===== config.mk =====
export PLATFORM = sky130hd
export DESIGN_NAME = csu_top
export DESIGN_NICKNAME = d
export VERILOG_FILES = /design/src/rtl/csu_pkg.sv /design/src/rtl/csu_regs.sv /design/src/rtl/csu_match.sv /design/src/rtl/csu_top.sv
export SDC_FILE = /design/constraint.sdc
export NUM_CORES = 1
export LEC_CHECK = 0
export ABC_AREA = 1
export BUFFER_PORTS_ARGS = -buffer_cell sky130_fd_sc_hd__buf_2
export CAP_MARGIN = 40
export CORE_MARGIN = 10
export CORE_UTILIZATION = 62
export DETAILED_ROUTE_END_ITERATION = 6
export PLACE_DENSITY_LB_ADDON = 0.25
export SYNTH_ARGS = -nofsm -noshare
export SYNTH_HDL_FRONTEND = slang
export SYNTH_HIERARCHICAL = 1
export SYNTH_SLANG_ARGS = --single-unit

===== constraint.sdc =====
create_clock -name clk -period 3.35 [get_ports clk]
set_input_delay 0.67 -clock clk [delete_from_list [all_inputs] [get_ports clk]]
set_output_delay 0.67 -clock clk [all_outputs]
set_load 0.01 [all_outputs]

===== src/rtl/csu_pkg.sv =====
package csu_pkg;
  localparam int AW = 24;
  localparam int LSB = 11;
  localparam int BW = AW - LSB;

  typedef enum logic [1:0] {
    KIND_BASE = 2'd0,
    KIND_OPT  = 2'd1,
    KIND_PIN  = 2'd2
  } csu_kind_e;

  typedef struct packed {
    logic [BW-1:0] base;
    logic [2:0]    size;
  } csu_base_t;

  typedef struct packed {
    logic [1:0] lanes;
    logic [1:0] dir;
    logic       strb_ds;
    logic [3:0] wait_n;
    logic [1:0] spc;
    logic [2:0] lvl;
    logic       avec;
    logic       rsvd;
  } csu_opt_t;

  localparam csu_opt_t BOOT_OPT_RST = '{
    lanes: 2'b11, dir: 2'b11, strb_ds: 1'b0, wait_n: 4'd13,
    spc: 2'b11, lvl: 3'd0, avec: 1'b0, rsvd: 1'b0};
endpackage


===== src/rtl/csu_regs.sv =====
module csu_regs
  import csu_pkg::*;
#(
  parameter int NCH  = 4,
  parameter int SELW = $clog2(NCH + 1)
) (
  input  logic                    clk,
  input  logic                    rst_n,
  input  logic                    wr_en,
  input  logic [SELW-1:0]         wr_sel,
  input  logic [1:0]              wr_kind,
  input  logic [15:0]             data_in,
  output csu_base_t [NCH:0]       base_o,
  output csu_opt_t  [NCH:0]       opt_o,
  output logic      [NCH:0][1:0]  pin_o
);
  csu_base_t [NCH:0]      base_q, base_d;
  csu_opt_t  [NCH:0]      opt_q, opt_d;
  logic      [NCH:0][1:0] pin_q, pin_d;
  logic                   cap_q, cap_d;
  logic                   upd;

  always_comb begin
    base_d = base_q;
    opt_d  = opt_q;
    pin_d  = pin_q;
    cap_d  = cap_q;
    upd    = !cap_q || wr_en;
    if (!cap_q) begin
      cap_d = 1'b1;
      for (int i = 0; i < NCH; i++) pin_d[i] = {data_in[i+1], 1'b1};
      pin_d[NCH] = {1'b1, data_in[0]};
    end else if (wr_en && (32'(wr_sel) <= NCH)) begin
      case (wr_kind)
        KIND_BASE: base_d[wr_sel] = data_in;
        KIND_OPT:  opt_d[wr_sel]  = data_in;
        KIND_PIN:  pin_d[wr_sel]  = data_in[1:0];
        default:   ;
      endcase
    end
  end

  always_ff @(posedge clk or negedge rst_n) begin
    if (!rst_n) begin
      base_q     <= '0;
      opt_q      <= '0;
      opt_q[NCH] <= BOOT_OPT_RST;
      pin_q      <= '1;
      cap_q      <= 1'b0;
    end else if (upd) begin
      base_q <= base_d;
      opt_q  <= opt_d;
      pin_q  <= pin_d;
      cap_q  <= cap_d;
    end
  end

  assign base_o = base_q;
  assign opt_o  = opt_q;
  assign pin_o  = pin_q;


  boot_capture_chk: assert property (@(posedge clk) disable iff (!rst_n)
    $rose(cap_q) |-> pin_q[NCH] == {1'b1, $past(data_in[0])});


  pin_hold_chk: assert property (@(posedge clk) disable iff (!rst_n)
    ($past(cap_q) && !$past(wr_en)) |-> $stable(pin_q));
endmodule


===== src/rtl/csu_match.sv =====
module csu_match
  import csu_pkg::*;
(
  input  csu_base_t       base,
  input  csu_opt_t        opt,
  input  logic [1:0]      pin,
  input  logic [AW-1:0]   addr,
  input  logic            rd,
  input  logic [1:0]      spc,
  input  logic            ub,
  input  logic            lb,
  input  logic            iack,
  input  logic [2:0]      lvl,
  output logic            hit,
  output logic            cpu
);
  logic [AW-1:0] keep;
  logic addr_ok, dir_ok, lvl_ok, cpu_lane, mem_lane, spc_ok, mem;

  always_comb begin
    keep     = {AW{1'b1}} << (5'(LSB) + 5'(base.size));
    addr_ok  = ((addr ^ {base.base, {LSB{1'b0}}}) & keep) == '0;
    dir_ok   = rd ? opt.dir[0] : opt.dir[1];
    lvl_ok   = (opt.lvl == 3'd0) || (opt.lvl == lvl);
    cpu_lane = pin[0] ? opt.lanes[0] : opt.lanes[1];
    mem_lane = (opt.lanes[0] && lb) || (opt.lanes[1] && ub);
    case (opt.spc)
      2'b01:   spc_ok = (spc == 2'd1);
      2'b10:   spc_ok = (spc == 2'd2);
      2'b11:   spc_ok = (spc == 2'd1) || (spc == 2'd2);
      default: spc_ok = 1'b0;
    endcase
    cpu = (opt.spc == 2'b00) && (spc == 2'd0) && iack && lvl_ok && cpu_lane;
    mem = spc_ok && addr_ok && mem_lane;
    hit = pin[1] && dir_ok && (cpu || mem);
  end
endmodule


===== src/rtl/csu_top.sv =====
module csu_top
  import csu_pkg::*;
#(
  parameter int NCH  = 4,
  parameter int SELW = $clog2(NCH + 1)
) (
  input  logic                  clk,
  input  logic                  rst_n,
  input  logic                  wr_en,
  input  logic [SELW-1:0]       wr_sel,
  input  logic [1:0]            wr_kind,
  input  logic [15:0]           data_in,
  input  logic                  as_valid,
  input  logic                  ds_valid,
  input  logic [23:0]           addr,
  input  logic                  rd,
  input  logic [1:0]            spc,
  input  logic                  ub,
  input  logic                  lb,
  input  logic                  iack,
  input  logic [2:0]            lvl,
  output logic [NCH:0]          cs,
  output logic [2*NCH+1:0]      pin_cfg,
  output logic                  term,
  output logic                  avec
);
  localparam logic [3:0] WMAX = 4'd13;

  csu_base_t [NCH:0]      base;
  csu_opt_t  [NCH:0]      opt;
  logic      [NCH:0][1:0] pin;
  logic      [NCH:0]      hit, cpu, qual, fire;
  logic      [NCH:0]      cs_q, cs_d;
  logic      [3:0]        cnt_q, cnt_d;
  logic                   term_q, term_d, avec_q, avec_d;

  csu_regs #(.NCH(NCH), .SELW(SELW)) u_regs (
    .clk(clk), .rst_n(rst_n), .wr_en(wr_en), .wr_sel(wr_sel),
    .wr_kind(wr_kind), .data_in(data_in),
    .base_o(base), .opt_o(opt), .pin_o(pin));

  for (genvar g = 0; g <= NCH; g++) begin : g_ch
    csu_match u_match (
      .base(base[g]), .opt(opt[g]), .pin(pin[g]), .addr(addr), .rd(rd),
      .spc(spc), .ub(ub), .lb(lb), .iack(iack), .lvl(lvl),
      .hit(hit[g]), .cpu(cpu[g]));
    assign qual[g] = hit[g] && (opt[g].strb_ds ? ds_valid : as_valid);
    assign fire[g] = qual[g] && as_valid && (opt[g].wait_n <= WMAX)
                     && (opt[g].wait_n == cnt_q);
    assign pin_cfg[2*g+1:2*g] = pin[g];


    disabled_lane_chk: assert property (@(posedge clk) disable iff (!rst_n)
      cs_q[g] |-> $past(opt[g].lanes != 2'b00 && pin[g][1]));


    strobe_cause_chk: assert property (@(posedge clk) disable iff (!rst_n)
      cs_q[g] |-> $past(as_valid || ds_valid));
  end

  always_comb begin
    cnt_d  = !as_valid ? 4'd0 : ((cnt_q == 4'd15) ? cnt_q : cnt_q + 4'd1);
    cs_d   = qual;
    term_d = |fire;
    avec_d = 1'b0;
    for (int i = 0; i <= NCH; i++)
      if (fire[i] && cpu[i] && opt[i].avec) avec_d = 1'b1;
  end

  always_ff @(posedge clk or negedge rst_n) begin
    if (!rst_n) begin
      cnt_q  <= '0;
      cs_q   <= '0;
      term_q <= 1'b0;
      avec_q <= 1'b0;
    end else begin
      cnt_q  <= cnt_d;
      cs_q   <= cs_d;
      term_q <= term_d;
      avec_q <= avec_d;
    end
  end

  assign cs   = cs_q;
  assign term = term_q;
  assign avec = avec_q;


  term_needs_select_chk: assert property (@(posedge clk) disable iff (!rst_n)
    term_q |-> (cs_q != '0));


  term_single_pulse_chk: assert property (@(posedge clk) disable iff (!rst_n)
    term_q |=> (!term_q || !$past(as_valid) || !as_valid));


  avec_with_term_chk: assert property (@(posedge clk) disable iff (!rst_n)
    avec_q |-> term_q);
endmodule


# Yosys cells after proc, flatten, opt, wreduce, memory -nomap -nowiden
# Cells that the tools add are included.
dict set report word_totals {
  reg_bits 182
}
dict set report classes {
  n_eq_ne 33
  addsub 6
  magnitude_cmp 8
  shift 5
  muxes 37
  n_reduce_logical 121
  bitwise 10
}
# op count
set ops {}
lappend ops {{80-bit bitwise mux} 2}
lappend ops {{24-bit bitwise AND} 5}
lappend ops {{24-bit logical NOT} 5}
lappend ops {{24-bit by 5-bit << shifter with 24-bit output (first input constant)} 5}
lappend ops {{24-bit XOR} 5}
lappend ops {{1-bit logical AND} 82}
lappend ops {{16-bit demux with 3-bit select} 1}
lappend ops {{10-bit two-way mux} 3}
lappend ops {{4-bit by 3-bit adder with 5-bit output (first input constant)} 5}
lappend ops {{2-bit == test (second input constant)} 12}
lappend ops {{4-bit == test} 5}
lappend ops {{4-bit <= comparator (second input constant)} 5}
lappend ops {{1-bit two-way mux} 20}
lappend ops {{1-bit logical OR} 17}
lappend ops {{16-bit two-way mux} 1}
lappend ops {{3-bit == test} 5}
lappend ops {{3-bit logical NOT} 5}
lappend ops {{1-bit case mux with 3 select lines} 5}
lappend ops {{2-bit by 1-bit == test with 1-bit output (second input constant)} 7}
lappend ops {{2-bit logical NOT} 7}
lappend ops {{10-bit bitwise mux} 1}
lappend ops {{4-bit two-way mux} 2}
lappend ops {{4-bit AND reduction} 2}
lappend ops {{2-bit demux with 3-bit select} 1}
lappend ops {{other kinds (10)} 12}

# Longest topological paths before layout
dict set report depth {
  ltp_word 19
  mapped_depth 23
}

# Hierarchy
# Netlist, hierarchy kept.
# mod instances area_per_inst_um2 cells_each
set by_module_without_submodules {}
lappend by_module_without_submodules {csu_regs 1 7393.3 808}
lappend by_module_without_submodules {{csu_match at g_ch[0].u_match ...} 4 719.4 137}
lappend by_module_without_submodules {csu_top 1 942.2 151}
lappend by_module_without_submodules {{csu_match at g_ch[4].u_match} 1 788.3 152}

# Worst setup path before layout
# Ideal clock, no wire load.
dict set report synth_path {
  path_kind {register to register}
  from {register u_regs.base_q, in the netlist u_regs/base_o[49]}
  to {register term_q, in the netlist term}
  setup_ps 68
  period_less_slack_ps 2320
  n_path_buf 0
  t_arrival_ps 2252
  stages_incl_launch_ff 22
  path_slack_ps 1030
  path_cell_list {dfrtp_1 inv_1 ha_1 inv_1 ha_1 inv_2 nor2_2 nand3_1 nand2_1 nand3_1 nor2_1 nand2_1 nor2_2 nand3_2 a21oi_2 inv_1 nor2_1 o21ai_0 nor2_1 nand2_1 and2_1 nand3_1}
}
dict set report synth_between {
  elab_chain_len 13
}
# item line_no
set synth_lines {}
lappend synth_lines {{from (decl)} csu_regs.sv:17} ;# csu_base_t [NCH:0] base_q, base_d;
lappend synth_lines {{from (signal assigned)} csu_regs.sv:51} ;# base_q <= base_d;
lappend synth_lines {{4-bit by 3-bit adder with 5-bit output} csu_match.sv:21} ;# keep = {AW{1'b1}} << (5'(LSB) + 5'(base.size));
lappend synth_lines {{24-bit by 5-bit << shifter with 24-bit output} csu_match.sv:21}
lappend synth_lines {{24-bit bitwise AND} csu_match.sv:22} ;# addr_ok = ((addr ^ {base.base, {LSB{1'b0}}}) & keep) == '0;
lappend synth_lines {{24-bit logical NOT} csu_match.sv:22}
lappend synth_lines {{1-bit logical AND (2 in a row)} csu_match.sv:34} ;# mem = spc_ok && addr_ok && mem_lane;
lappend synth_lines {{1-bit logical OR} csu_match.sv:35} ;# hit = pin[1] && dir_ok && (cpu || mem);
lappend synth_lines {{1-bit logical AND} csu_match.sv:35}
lappend synth_lines {{net hit[3]} csu_top.sv:32} ;# logic [NCH:0] hit, cpu, qual, fire;
lappend synth_lines {{1-bit logical AND} csu_top.sv:47} ;# assign qual[g] = hit[g] && (opt[g].strb_ds ? ds_valid : as_valid);
lappend synth_lines {{1-bit logical AND (2 in a row)} csu_top.sv:48} ;# assign fire[g] = qual[g] && as_valid && (opt[g].wait_n <= WMAX)
lappend synth_lines {{1-bit logical AND} csu_top.sv:49} ;# && (opt[g].wait_n == cnt_q);
lappend synth_lines {{5-bit OR reduction} csu_top.sv:64} ;# term_d = |fire;
lappend synth_lines {{net term_d} csu_top.sv:35} ;# logic term_q, term_d, avec_q, avec_d;
lappend synth_lines {{to (signal assigned)} csu_top.sv:79} ;# term_q <= term_d;
lappend synth_lines {{to (decl)} csu_top.sv:35}
# The timed path passes the listed nets, and every way through them passes these cells.
# A chain may end at the register's enable or synchronous reset.

# Worst setup path after layout
dict set report layout_path {
  from {register u_regs.base_q, in the netlist u_regs/base_o[1]}
  to {register avec_q, in the netlist avec}
}
dict set report layout_between {
  elab_chain_len 19
}
# item line_no
set layout_lines {}
lappend layout_lines {{4-bit by 3-bit adder with 5-bit output} csu_match.sv:21}
lappend layout_lines {{24-bit by 5-bit << shifter with 24-bit output} csu_match.sv:21}
lappend layout_lines {{24-bit bitwise AND} csu_match.sv:22}
lappend layout_lines {{24-bit logical NOT} csu_match.sv:22}
lappend layout_lines {{1-bit logical AND (2 in a row)} csu_match.sv:34}
lappend layout_lines {{1-bit logical OR} csu_match.sv:35}
lappend layout_lines {{1-bit logical AND} csu_match.sv:35}
lappend layout_lines {{net hit[0]} csu_top.sv:32}
lappend layout_lines {{1-bit logical AND} csu_top.sv:47}
lappend layout_lines {{1-bit logical AND (2 in a row)} csu_top.sv:48}
lappend layout_lines {{1-bit logical AND} csu_top.sv:49}
lappend layout_lines {{1-bit logical AND (2 in a row)} csu_top.sv:67} ;# if (fire[i] && cpu[i] && opt[i].avec) avec_d = 1'b1;
lappend layout_lines {{1-bit two-way mux (5 in a row)} csu_top.sv:67}
lappend layout_lines {{net avec_d} csu_top.sv:35}
lappend layout_lines {{to (signal assigned)} csu_top.sv:80} ;# avec_q <= avec_d;
lappend layout_lines {{to (decl)} csu_top.sv:35}
# The timed path passes the listed nets, and every way through them passes these cells.

==> flow_summary.yaml <==
synth:
  synthCells: 1639
  synth_warnings: 6
  synth_nets: 1734
  avgSynthCellArea_um2: 7.208
  synth_area_um2: 11810
critical_path:
  worst-path-max-fanout: 7
  cp_slowest_cell: "dfrtp_1"
  crit_top_cell: "nand2_1"
  critPathLaunchType: "flop"
  critical_path.startpoint: "u_regs/base_o[1]"
  slowest_delay_ps: 420
  r2r_start: "u_regs/base_o[1]"
  worstSetupPathType: "reg -> reg"
  cp.required_ps: 3720
  cp-end-kind: "flop"
  crit_chain: "inv_1 > ha_1 > inv_1 > ha_1 > inv_2 > nor2_2 > nand3_1 > nand2_1 > nand3_1 > nor2_1 > nand2_1 > nor2_2 > nand3_2 > a21oi_2 > inv_1 > a21oi_1 > nand3_1 > nor2_1 > nand2_1 > nand2_1 > nor2_1 > nand2_1"
  crit_arrival_ps: 3230
cts:
  numCtsBuffers: 17
  cts_tree: "yes"
  clk_latency_ps: 430
  post_cts_buffers: 0
  clkTransAtPathRegs_ps: 70
  h-tree-depth: 4
  clockRootBuffer: "clkbuf_16"
  hold_buffers: 0
  cts_sinks: 177
  cts_resized: 0
  clock_path_buffers: 2
pwr:
  comb_power_share_pct: 21.7
  p_total_uw: 5927
  seqPwrFrac_pct: 42.8
  pwr-share-clk_pct: 35.5
  vdd_drop_max_mv: 0.3875
  p_sw_share_pct: 32.28
  net-switching-power_uw: 1913
  p_leak_uw: 0.006881
  p_int_uw: 4014
  cellPowerDensity_nw_per_um2: 463.6
finish:
  area_growth_pct: 8.219
  design_area_um2: 12780
  nFillCells: 1643
  final_util_pct: 68.35
  multi_input_area_um2: 6341
  layout_commonest_cell: "nand2_1"
  final_nets: 1767
  final_cell_mix: "nand2_1 (592), nand3_1 (242), dfrtp_1 (158)"
  ff_latch_area_um2: 4453
  drive_gt1_share_pct: 15.13
global_route:
  grt_pass1_wl_um: 56930
  overflow: 0
  grt_pass1_vias: 10420
  grtUsageTotal_pct: 29.61
  antenna_found_initial: 2
  grt_max_degree: 81
timing:
  setup_ws_ps: 489.7
  rsz0062_at_grt: "false"
  period_needed_ps: 2860
  setup_violations: 0
  finalHoldViolCount: 0
  fin_tns_setup_ps: 0
  finalCritPeriodShare_pct: 85.38
  worst_pin_slew_ps: 829.4
  skew_ps: 8.268
  max_freq_mhz: 349.6
  slew_headroom_pct: 44.71
  slew_violations: 0
detailed_routing:
  dr.pass1.iters: 6
  routed_wl_um: 36520
  drt_iter0_drc: 1214
  avgViaCountPerCell: 5.754
  wl_per_cell_um: 19.02
  drc: 0
  vias: 11050
  ant_nets: 0
placed_design:
  dpl_cell_area_um2: 12170
  io_buffers: 75
  dpl_worst_slack_ps: 546.3
  place_congestion: 0.9652
  hpwl_um: 24980
floorplanning:
  die_area_um2: 24980
  row_count: 50
  core_area_um2: 18710
  fp.dieW_um: 158.0
  die_y_um: 158.0
  ios: 76
  start_util_pct: 63.16
min_path:
  hold_class: "in -> async"
flow_run:
  drv_cap: 0
run_status:
  status: "completed"
## routing by layer
metal,up-vias,track usage (%),routed length [um]
met5,-,0,10
met4,2,11.34,1148
met3,76,5.373,3507
met2,564,47.41,16980
met1,5162,39.12,14870
li1,5243,-,-
## worst max-delay path, delay by kind of cell, from the launching register on
family	cells	cell delay [ps]
AND/OR/NAND/NOR	14	1220
buffers and inverters	4	310
flip-flops	1	420
AO/OA/AOI/OAI	2	340
adder cells (fa/ha/maj)	2	500
## flip-flops by register name (all words and copies together) (netlist names)
| name | cells |
|---|---|
| avec | 1 |
| cnt_q | 4 |
| cs | 5 |
| term | 1 |
| u_regs/base_o | 80 |
| u_regs/cap_q | 1 |
| u_regs/opt_o | 75 |
| u_regs/pin_o | 10 |
## through the flow
step	cells	hold WS [ps]
final	1920	188.5
after global routing	1919	210.2
after CTS	1919	192.9
after detailed placement	1887	453.6
after global placement	1887	449.5
after floorplan	1639	374.4
## worst paths after layout
check | end | slack [ps] | depth (start not counted)
max | avec | 490 | 22
min | u_regs/opt_o[45] | 190 | 1
max reg2reg | avec | 490 | 22
min reg2reg | u_regs/opt_o[77] | 460 | 2
max in group asynchronous | u_regs/opt_o[74] | 2340 | 2
min in group clk | u_regs/opt_o[77] | 460 | 2
## cell type report
cell class | count | share of cell area (%)
Tap cell | 234 | 2.290
Clock inverter | 11 | 1.204
Clock buffer | 21 | 3.601
Timing Repair Buffer | 86 | 3.924
Antenna cell | 1 | 0.01957
Inverter | 152 | 4.531
Multi-Input combinational cell | 1238 | 49.60
Sequential cell | 177 | 34.83
## power groups by stage
stage	combinational [uW]	sequential [uW]	clock (uW)
2_1_floorplan	897	2530	0
3_3_place_gp	1240	2570	0
3_5_place_dp	1260	2570	0
4_1_cts	1270	2540	2130
5_1_grt	1440	2560	2210
6_report	1290	2540	2100
Power figures use the tool's default switching activity.
